### src/rtl/sdac_pkg.sv
package sdac_pkg;
  // bit positions of the synchronized pin bundle
  localparam int PIN_COUNT = 5;
  localparam int PIN_SCLK  = 4;
  localparam int PIN_SDIN  = 3;
  localparam int PIN_FRAME = 2;
  localparam int PIN_LOAD  = 1;
  localparam int PIN_CLEAR = 0;
  // idle levels of the pins after reset: clock high, strobes high, data low
  localparam logic [PIN_COUNT-1:0] PIN_IDLE = 5'b10111;

  typedef enum logic {
    UPD_AUTO   = 1'b0,
    UPD_MANUAL = 1'b1
  } upd_mode_e;
endpackage

### src/rtl/sdac_sync.sv
module sdac_sync #(
  parameter int WIDTH  = 5,
  parameter int STAGES = 2,
  parameter logic [WIDTH-1:0] RST_VAL = '0
) (
  input  logic             clk,
  input  logic             rst_n,
  input  logic [WIDTH-1:0] d_i,
  output logic [WIDTH-1:0] q_o
);
  logic [WIDTH-1:0] stage_q [STAGES];

  generate
    for (genvar s = 0; s < STAGES; s++) begin : g_stage
      logic [WIDTH-1:0] stage_d;
      if (s == 0) begin : g_first
        assign stage_d = d_i;
      end else begin : g_rest
        assign stage_d = stage_q[s-1];
      end
      always_ff @(posedge clk or negedge rst_n) begin
        if (!rst_n) stage_q[s] <= RST_VAL;
        else        stage_q[s] <= stage_d;
      end
    end
  endgenerate

  assign q_o = stage_q[STAGES-1];
endmodule

### src/rtl/sdac_shifter.sv
module sdac_shifter #(
  parameter int WORD_W = 16,
  parameter int CODE_W = 12
) (
  input  logic              clk,
  input  logic              rst_n,
  input  logic              sclk_s,
  input  logic              sdin_s,
  input  logic              frame_n_s,
  input  logic              chain_en,
  output logic              frame_start_o,
  output logic              word_done_o,
  output logic [CODE_W-1:0] payload_o,
  output logic              sdo_o
);
  localparam int CNT_W = $clog2(WORD_W + 1);
  localparam logic [CNT_W-1:0] CNT_FULL = CNT_W'(WORD_W);
  localparam logic [CNT_W-1:0] CNT_LAST = CNT_W'(WORD_W - 1);

  logic              sclk_d, frame_d;
  logic [CNT_W-1:0]  cnt_q, cnt_n;
  logic [WORD_W-1:0] sr_q, sr_n;
  logic              done_q, done_n;
  logic              sclk_fall, gate_open, shift_en;

  // edge detection and gating
  always_comb begin
    sclk_fall     = sclk_d & ~sclk_s;
    frame_start_o = frame_d & ~frame_n_s;
    gate_open     = chain_en | (cnt_q < CNT_FULL);
    shift_en      = sclk_fall & ~frame_n_s & gate_open & ~frame_start_o;
  end

  // next state
  always_comb begin
    sr_n   = sr_q;
    cnt_n  = cnt_q;
    done_n = 1'b0;
    if (shift_en) begin
      sr_n = {sr_q[WORD_W-2:0], sdin_s};
      if (cnt_q != CNT_FULL) cnt_n = cnt_q + 1'b1;
      done_n = (cnt_q == CNT_LAST);
    end
    if (frame_start_o) cnt_n = '0;
  end

  // registers
  always_ff @(posedge clk or negedge rst_n) begin
    if (!rst_n) begin
      sclk_d  <= 1'b1;
      frame_d <= 1'b1;
      cnt_q   <= CNT_FULL;
      sr_q    <= '0;
      done_q  <= 1'b0;
    end else begin
      sclk_d  <= sclk_s;
      frame_d <= frame_n_s;
      cnt_q   <= cnt_n;
      sr_q    <= sr_n;
      done_q  <= done_n;
    end
  end

  assign word_done_o = done_q;
  assign payload_o   = sr_q[CODE_W-1:0];
  assign sdo_o       = chain_en & sr_q[WORD_W-1];

  // outside a frame the register does not move
  a_r4_idle_hold: assert property (@(posedge clk) disable iff (!rst_n)
    frame_n_s |=> $stable(sr_q));

  // after the edge limit in standalone mode the register is frozen
  a_r3_gate_closed: assert property (@(posedge clk) disable iff (!rst_n)
    (!chain_en && cnt_q == CNT_FULL) |=> $stable(sr_q));

  // completion is reported only once the count has reached a full word
  a_r2_done_at_full: assert property (@(posedge clk) disable iff (!rst_n)
    done_q |-> (cnt_q == CNT_FULL));
endmodule

### src/rtl/sdac_latch.sv
module sdac_latch
  import sdac_pkg::*;
#(
  parameter int CODE_W = 12
) (
  input  logic              clk,
  input  logic              rst_n,
  input  logic              frame_start,
  input  logic              word_done,
  input  logic [CODE_W-1:0] payload,
  input  logic              load_n_s,
  input  logic              clr_n_s,
  output logic [CODE_W-1:0] latch_o,
  output logic              update_o
);
  upd_mode_e         mode_q, mode_n;
  logic              ready_q, ready_n;
  logic              load_d;
  logic [CODE_W-1:0] latch_q, latch_n;
  logic              upd_q, upd_n;
  logic              load_fall, load_auto, load_man;

  always_comb begin
    load_fall = load_d & ~load_n_s;
    load_auto = word_done & (mode_q == UPD_AUTO);
    load_man  = load_fall & (mode_q == UPD_MANUAL) & ready_q;
  end

  // next state
  always_comb begin
    mode_n  = mode_q;
    ready_n = ready_q;
    if (word_done) ready_n = 1'b1;
    if (frame_start) begin
      mode_n  = load_n_s ? UPD_MANUAL : UPD_AUTO;
      ready_n = 1'b0;
    end
    latch_n = latch_q;
    if (load_auto || load_man) latch_n = payload;
    if (!clr_n_s) latch_n = '0;
    upd_n = (latch_n != latch_q);
  end

  // registers
  always_ff @(posedge clk or negedge rst_n) begin
    if (!rst_n) begin
      mode_q  <= UPD_MANUAL;
      ready_q <= 1'b0;
      load_d  <= 1'b1;
      latch_q <= '0;
      upd_q   <= 1'b0;
    end else begin
      mode_q  <= mode_n;
      ready_q <= ready_n;
      load_d  <= load_n_s;
      latch_q <= latch_n;
      upd_q   <= upd_n;
    end
  end

  assign latch_o  = latch_q;
  assign update_o = upd_q;

  // a clear forces the latch to zero
  a_r7_clr_zero: assert property (@(posedge clk) disable iff (!rst_n)
    !clr_n_s |=> (latch_q == '0));

  // in deferred mode nothing but a load edge or a clear moves the latch
  a_r6_manual_hold: assert property (@(posedge clk) disable iff (!rst_n)
    (mode_q == UPD_MANUAL && !load_fall && clr_n_s) |=> $stable(latch_q));

  // strobe coincides with a latch change, in both directions
  a_r8_strobe_means_change: assert property (@(posedge clk) disable iff (!rst_n)
    upd_q |-> (latch_q != $past(latch_q)));
  a_r8_change_has_strobe: assert property (@(posedge clk) disable iff (!rst_n)
    (latch_q != $past(latch_q)) |-> upd_q);
endmodule

### src/rtl/sdac_format.sv
module sdac_format #(
  parameter int CODE_W = 12
) (
  input  logic [CODE_W-1:0] latch_i,
  input  logic              twos_comp,
  output logic [CODE_W-1:0] code_o
);
  always_comb begin
    code_o = latch_i;
    if (twos_comp) code_o[CODE_W-1] = ~latch_i[CODE_W-1];
  end
endmodule

### src/rtl/serial_dac_frontend.sv
module serial_dac_frontend
  import sdac_pkg::*;
#(
  parameter int WORD_W      = 16,
  parameter int CODE_W      = 12,
  parameter int SYNC_STAGES = 2
) (
  input  logic              clk,
  input  logic              rst_n,
  input  logic              sclk_i,
  input  logic              sdin_i,
  input  logic              sync_n_i,
  input  logic              ldac_n_i,
  input  logic              clr_n_i,
  input  logic              chain_en_i,
  input  logic              twos_comp_i,
  output logic              sdo_o,
  output logic [CODE_W-1:0] dac_code_o,
  output logic              latch_update_o
);
  logic [1:0]              rst_q;
  logic                    rst_int_n;
  logic [PIN_COUNT-1:0]    pins_raw, pins_s;
  logic                    frame_start, word_done;
  logic [CODE_W-1:0]       payload, latch_val;

  // reset: asserted asynchronously, released on the clock
  always_ff @(posedge clk or negedge rst_n) begin
    if (!rst_n) rst_q <= 2'b00;
    else        rst_q <= {rst_q[0], 1'b1};
  end
  assign rst_int_n = rst_q[1];

  always_comb begin
    pins_raw            = '0;
    pins_raw[PIN_SCLK]  = sclk_i;
    pins_raw[PIN_SDIN]  = sdin_i;
    pins_raw[PIN_FRAME] = sync_n_i;
    pins_raw[PIN_LOAD]  = ldac_n_i;
    pins_raw[PIN_CLEAR] = clr_n_i;
  end

  sdac_sync #(
    .WIDTH  (PIN_COUNT),
    .STAGES (SYNC_STAGES),
    .RST_VAL(PIN_IDLE)
  ) u_sync (
    .clk  (clk),
    .rst_n(rst_int_n),
    .d_i  (pins_raw),
    .q_o  (pins_s)
  );

  sdac_shifter #(
    .WORD_W(WORD_W),
    .CODE_W(CODE_W)
  ) u_shifter (
    .clk          (clk),
    .rst_n        (rst_int_n),
    .sclk_s       (pins_s[PIN_SCLK]),
    .sdin_s       (pins_s[PIN_SDIN]),
    .frame_n_s    (pins_s[PIN_FRAME]),
    .chain_en     (chain_en_i),
    .frame_start_o(frame_start),
    .word_done_o  (word_done),
    .payload_o    (payload),
    .sdo_o        (sdo_o)
  );

  sdac_latch #(
    .CODE_W(CODE_W)
  ) u_latch (
    .clk        (clk),
    .rst_n      (rst_int_n),
    .frame_start(frame_start),
    .word_done  (word_done),
    .payload    (payload),
    .load_n_s   (pins_s[PIN_LOAD]),
    .clr_n_s    (pins_s[PIN_CLEAR]),
    .latch_o    (latch_val),
    .update_o   (latch_update_o)
  );

  sdac_format #(
    .CODE_W(CODE_W)
  ) u_format (
    .latch_i  (latch_val),
    .twos_comp(twos_comp_i),
    .code_o   (dac_code_o)
  );
endmodule

### config.mk
export PLATFORM = sky130hd
export DESIGN_NAME = serial_dac_frontend
export DESIGN_NICKNAME = d
export VERILOG_FILES = /design/src/rtl/sdac_pkg.sv /design/src/rtl/sdac_sync.sv /design/src/rtl/sdac_shifter.sv /design/src/rtl/sdac_latch.sv /design/src/rtl/sdac_format.sv /design/src/rtl/serial_dac_frontend.sv
export SDC_FILE = /design/constraint.sdc
export NUM_CORES = 1
export LEC_CHECK = 0
export BUFFER_PORTS_ARGS = -buffer_cell sky130_fd_sc_hd__buf_2
export CAP_MARGIN = 20
export CORE_AREA = 2 2 78 80
export CTS_BUF_LIST = sky130_fd_sc_hd__clkbuf_8
export CTS_CLUSTER_SIZE = 24
export DETAILED_ROUTE_END_ITERATION = 7
export DIE_AREA = 0 0 80 82
export GPL_TIMING_DRIVEN = 1
export PLACE_DENSITY = 0.6
export SLEW_MARGIN = 20
export SYNTH_ARGS = -nofsm -noshare
export SYNTH_HDL_FRONTEND = slang
export SYNTH_HIERARCHICAL = 1
export SYNTH_SLANG_ARGS = --single-unit
### constraint.sdc
create_clock -name clk -period 2.14 [get_ports clk]
set_clock_uncertainty 0.15 [all_clocks]
set_input_delay 0.214 -clock clk [delete_from_list [all_inputs] [get_ports clk]]
set_output_delay 0.214 -clock clk [all_outputs]
set_load 0.03 [all_outputs]
### After elaboration in Yosys (flattened, before gate mapping)

Cells that the tools add are included.

* add/subtract/negate cells: 1
* reductions and logical operators: 5
* bitwise operators: 17
* multiplexer cells: 10
* multiply operators: 0
* divide/modulo/power cells: 0
* order comparisons: 1
* shifts and indexed selects: 0
* equality and inequality tests: 3

Operators by type and width (number)
* 12-bit 2-to-1 mux: 2
* 5-bit 2-to-1 mux: 3
* 12-bit != test: 1
* 1-bit bitwise AND: 10
* 1-bit inverter: 6
* 2-bit nonzero test: 3
* 5-bit by 1-bit adder with 5-bit output, second input constant: 1
* 5-bit by 4-bit equality test with 1-bit output, second input constant: 1
* 5-bit less-than comparator, second input constant: 1
* 1-bit 2-to-1 mux: 5
* 5-bit != test, second input constant: 1
* 2-bit AND reduction: 1
* 1-bit logical OR: 1
* 1-bit bitwise OR: 1

* input port bits: 9
* memories: 0
* bits in writable memories: 0
* word-level logic and storage cells: 50
* latch bits: 0
* ROM bits: 0
* output and inout bits: 14
* bits in registers: 52

### Longest topological paths before layout

* word-level depth: 8
* gate-level depth with buffers: 6
* mapped depth without buffers: 6

### By module

The synthesis kept the hierarchy.

Modules (own cells, without submodules)
* sdac_shifter: area an instance 1159.9 um2, instances 1, cells an instance 86, sequential area each 604.3 um2
* sdac_latch: area an instance 909.6 um2, instances 1, cells an instance 85, sequential area each 402.9 um2
* sdac_sync: area an instance 260.2 um2, instances 1, cells an instance 10, sequential area each 260.2 um2
* sdac_format: area an instance 91.3 um2, instances 1, cells an instance 12, sequential area each 0.0 um2
* serial_dac_frontend: area an instance 53.8 um2, instances 1, cells an instance 3, sequential area each 50.0 um2

### Worst setup path before layout

Ideal clock, no wire load.

* path type: reg-to-reg
* start: reg u_sync.stage_q (netlist bit u_sync/q_o[1])
* end: reg u_latch.upd_q, in the netlist u_latch/update_o
* data arrival time: 1423 ps
* cell stages (with the launch flop): 6
* period minus slack after synthesis: 1700 ps
* buffers on the path: 1
* slack: 440 ps
* cell sequence: dfstp_2 -> and4b_1 -> a21oi_4 -> buf_12 -> inv_2 -> a311o_1

* cells in the longest elaborated chain, start to end: 8

Ends and longest elaborated chain
* start, declared: line sdac_sync.sv:11 `logic [WIDTH-1:0] stage_q [STAGES];`
* start signal, assigned by index: line sdac_sync.sv:23 `else stage_q[s] <= stage_d;`
* 1-bit inverter: line sdac_latch.sv:24 `load_fall = load_d & ~load_n_s;`
* 1-bit bitwise AND: line sdac_latch.sv:24
* 1-bit bitwise AND (2 in series): line sdac_latch.sv:26 `load_man = load_fall & (mode_q == UPD_MANUAL) & ready_q;`
* 1-bit logical OR: line sdac_latch.sv:39 `if (load_auto || load_man) latch_n = payload;`
* 12-bit 2-to-1 mux: line sdac_latch.sv:39
* 12-bit 2-to-1 mux: line sdac_latch.sv:40 `if (!clr_n_s) latch_n = '0;`
* 12-bit != test: line sdac_latch.sv:41 `upd_n = (latch_n != latch_q);`
* named net u_latch.upd_n: line sdac_latch.sv:20 `logic upd_q, upd_n;`
* end signal, assigned: line sdac_latch.sv:57 `upd_q <= upd_n;`
* end, declared: line sdac_latch.sv:20

The timed path passes the listed nets, and every way through them passes these cells.
A chain may end at the register's enable or synchronous reset.

### Worst setup path after layout

* start: reg u_shifter.sr_q[8]
* end: reg u_latch.upd_q, in the netlist u_latch/update_o

* cells in the longest elaborated chain, start to end: 3

Ends and longest elaborated chain
* start, declared: line sdac_shifter.sv:22 `logic [WORD_W-1:0] sr_q, sr_n;`
* start signal, assigned: line sdac_shifter.sv:59 `sr_q <= sr_n;`
* 12-bit 2-to-1 mux: line sdac_latch.sv:39
* 12-bit 2-to-1 mux: line sdac_latch.sv:40
* 12-bit != test: line sdac_latch.sv:41
* named net u_latch.upd_n: line sdac_latch.sv:20

The timed path passes the listed nets, and every way through them passes these cells.

==> run_results.csv <==
group,metric,value,unit
global_route,grt.total_usage,13.5,%
finish,num-nets-final,219,
die,start_util,43.1,%
yosys,synth_cells,196,
yosys,synth.net_count,208,
critical_path,critPathKind,"reg -> reg",
yosys,synthXorXnorAreaFrac,1.06,%
yosys,ys.flop_type,"dfrtp_1",
routing,viasPerCell,4.70,
timing,setup_violations,0,
yosys,synthSimpleGateAreaFrac,15.3,%
critical_path,cp_cell_sequence,"nor2b_1, a2111oi_1, nand3_1, a311o_1",
critical_path,arrival,1.77,ns
clock_tree,clock_path_buffers,2,
critical_path,cpPeakStageDelay,0.42,ns
clock_tree,cts_max_level,2,
global_route,grt_max_degree,36,
timing,fmax,578,MHz
finish,drive_gt1_share,33.7,%
placement,portBuffers,22,
timing,tightest_slew,0.463,ns
power,ir_drop,365,µV
timing,period_needed,1.73,ns
yosys,ys_seq_area_share,53.2,%
timing,drv_slew,0,
yosys,synth_fa_ha_area_share,1.52,%
power,cellPowerDensity,692,mW/mm²
finish,final_cell_area,0.00266,mm²
die,io-pin-count,23,
yosys,yosys_warnings,6,
routing,drc,0,
clock_tree,cts_num_sinks,52,
die,die_w,80,µm
yosys,synth_top_family_by_area,"simple AND/OR/NAND/NOR gates",
placement,placed_area,0.00250,mm²
yosys,ys_async_sr_fraction,100,%
clock_tree,cts_buffers,5,
critical_path,critPathRequiredTime,2.18,ns
routing,ant_nets,0,
clock_tree,post_cts_resized,0,
clock_tree,cts_tree,"built",
yosys,ys_ff_latch,52,
critical_path,cp-start-kind,"flip-flop",
placement,place_hpwl,2730,µm
finish,layout_common_cells,"dfrtp_1 (38), nor2b_1 (24), buf_2 (22)",
global_route,grt_pass1_wl,6540,µm
yosys,ys_types,43,
flow_run,drv_cap,0,
routing,num_vias,1330,
routing,drtIter0Drc,76,
yosys,synth-compound-area-share,4.60,%
yosys,syn_area,0.00247,mm²
finish,mostFrequentLayoutCell,"dfrtp_1",
timing,fin_crit_sh,80.8,%
run_status,status,"finished, final reports clean",
yosys,synth_enable_flop_cells,0,
critical_path,cp-end-kind,"flip-flop",
clock_tree,root_buffer,"clkbuf_8",
clock_tree,clk_latency,0.30,ns
finish,post-route-util,46.3,%
timing,slew_headroom,68.3,%
yosys,synthMuxAreaShare,13.9,%
timing,hold_viol,0,
routing,routed_wl,3960,µm
yosys,synth.avg_cell_area,12.6,µm²
global_route,overflow,0,
clock_tree,hold_buffers,6,
worst_hold_path,hold_class,"reg -> async",
die,dieArea,0.00656,mm²
timing,rsz0062_at_grt,"false",
finish,antenna_cells,0,
clock_tree,clk_pin_slew,0.09,ns
global_route,first_global_vias,1277,
critical_path,path_max_fanout,5,
finish,area_growth,7.38,%
clock_tree,cts_setup_buffers,0,
routing,drt_pass1_iterations,4,
power,p_leak,1.33,nW
die,core,0.00575,mm²
critical_path,slowest_stage,"dfrtp_1",
die,die_h,82,µm
routing,wl_per_cell,14.0,µm
global_route,antenna_found_initial,0,
placement,place_congestion,0.821,
timing,setup_tns,0,ns
die,placementRows,28,
routing by layer:
metal / vias up / track usage (%) / part of all wire, %
li1: 652 / - / -
met2: 32 / 20.0 / 48
met3: 9 / 3.74 / 4.2
met4: 0 / 6.10 / 1.8
met1: 637 / 18.5 / 46
met5: - / 0 / 0
logic make-up (layout without fill, tap and decap cells):
logic type / count (synthesis) / count (layout)
other: 1 / 1
AOI/OAI and AO/OA: 13 / 13
muxes: 29 / 29
xor gates and xnor gates: 3 / 3
DFF: 52 / 52
adders and majority gates: 3 / 3
buffers and inverters: 38 / 50
and+or+nand+nor: 57 / 57
worst max-delay path, delay by kind of cell, from the launching register on:
kind,cells,cell delay [ns]
flip-flops,1,0.42
AND/OR/NAND/NOR,2,0.28
AO/OA/AOI/OAI,2,0.77
power breakdown:
part           total (mW)  internal (mW)  leakage (nW)  switching [mW]
Sequential           1.11           1.05         0.664          0.0637
Clock               0.569          0.258        0.0486           0.310
Combinational       0.159         0.0945         0.613          0.0649
cell usage after synthesis, types with 2 or more instances:
cell type,count,area [µm²]
nor4_1,3,18.8
o21ai_0,2,10.0
nor2b_1,24,150
buf_4,23,173
o2111a_1,2,22.5
mux2i_1,13,130
a2111oi_0,2,17.5
xor2_1,2,17.5
ha_1,3,37.5
mux2_4,9,135
a2111oi_1,2,20.0
clkbuf_1,2,7.51
inv_1,10,37.5
a31oi_1,2,12.5
dfrtp_1,39,976
dfstp_2,13,342
nand2b_1,5,31.3
mux2_2,7,78.8
nor2_1,6,22.5
nand2_1,3,11.3
and2b_1,2,15.0
layout make-up:
cell class              count  area, µm²
fillers                   549       3090
flip-flops and latches     52       1320
multi-input cells         106        905
repair buffers             31        205
well taps                  75       93.8
clock buffers               6       82.6
inverters                  11       41.3
clock inverters             2       11.3
sequential cells by signal (all words and copies together) (netlist names):
signal and count:
u_latch/latch_o 12, u_latch/ready_q 1, u_sync/g_stage.stage_d 5, u_sync/q_o 5
u_latch/update_o 1, u_latch/mode_q 1, u_shifter/sr_q 16, u_latch/load_d 1
u_shifter/word_done_o 1, u_shifter/frame_d 1, rst_q 2, u_shifter/sclk_d 1
u_shifter/cnt_q 5
metrics by stage:
stage / hold WS [ns] / total power, mW / worst slack (ns) / cells
6_report: 0.0383 / 1.84 / 0.411 / 283
5_1_grt: 0.0396 / 1.96 / 0.284 / 283
3_3_place_gp: -0.150 / 1.28 / 0.418 / 269
4_1_cts: 0.0513 / 1.87 / 0.397 / 283
3_5_place_dp: -0.146 / 1.29 / 0.410 / 269
2_1_floorplan: -0.232 / 1.27 / 0.440 / 196
path summary, 6_finish.rpt:
kind / from / end / slack (ns) / cells after the start
max in group asynchronous: rst_q[1]$_DFF_PN0_ / u_sync/q_o[2]$_DFF_PN1_ / 1.22 / 1
min in group clk: rst_q[0]$_DFF_PN0_ / rst_q[1]$_DFF_PN0_ / 0.21 / 0
min reg2reg: rst_q[1]$_DFF_PN0_ / u_latch/latch_o[3]$_DFF_PN0_ / 0.04 / 0
max: u_shifter/sr_q[8]$_DFFE_PN0P_ / u_latch/update_o$_DFF_PN0_ / 0.41 / 4
max reg2reg: u_shifter/sr_q[8]$_DFFE_PN0P_ / u_latch/update_o$_DFF_PN0_ / 0.41 / 4
min: rst_q[1]$_DFF_PN0_ / u_latch/latch_o[3]$_DFF_PN0_ / 0.04 / 0
Power figures use the tool's default switching activity.
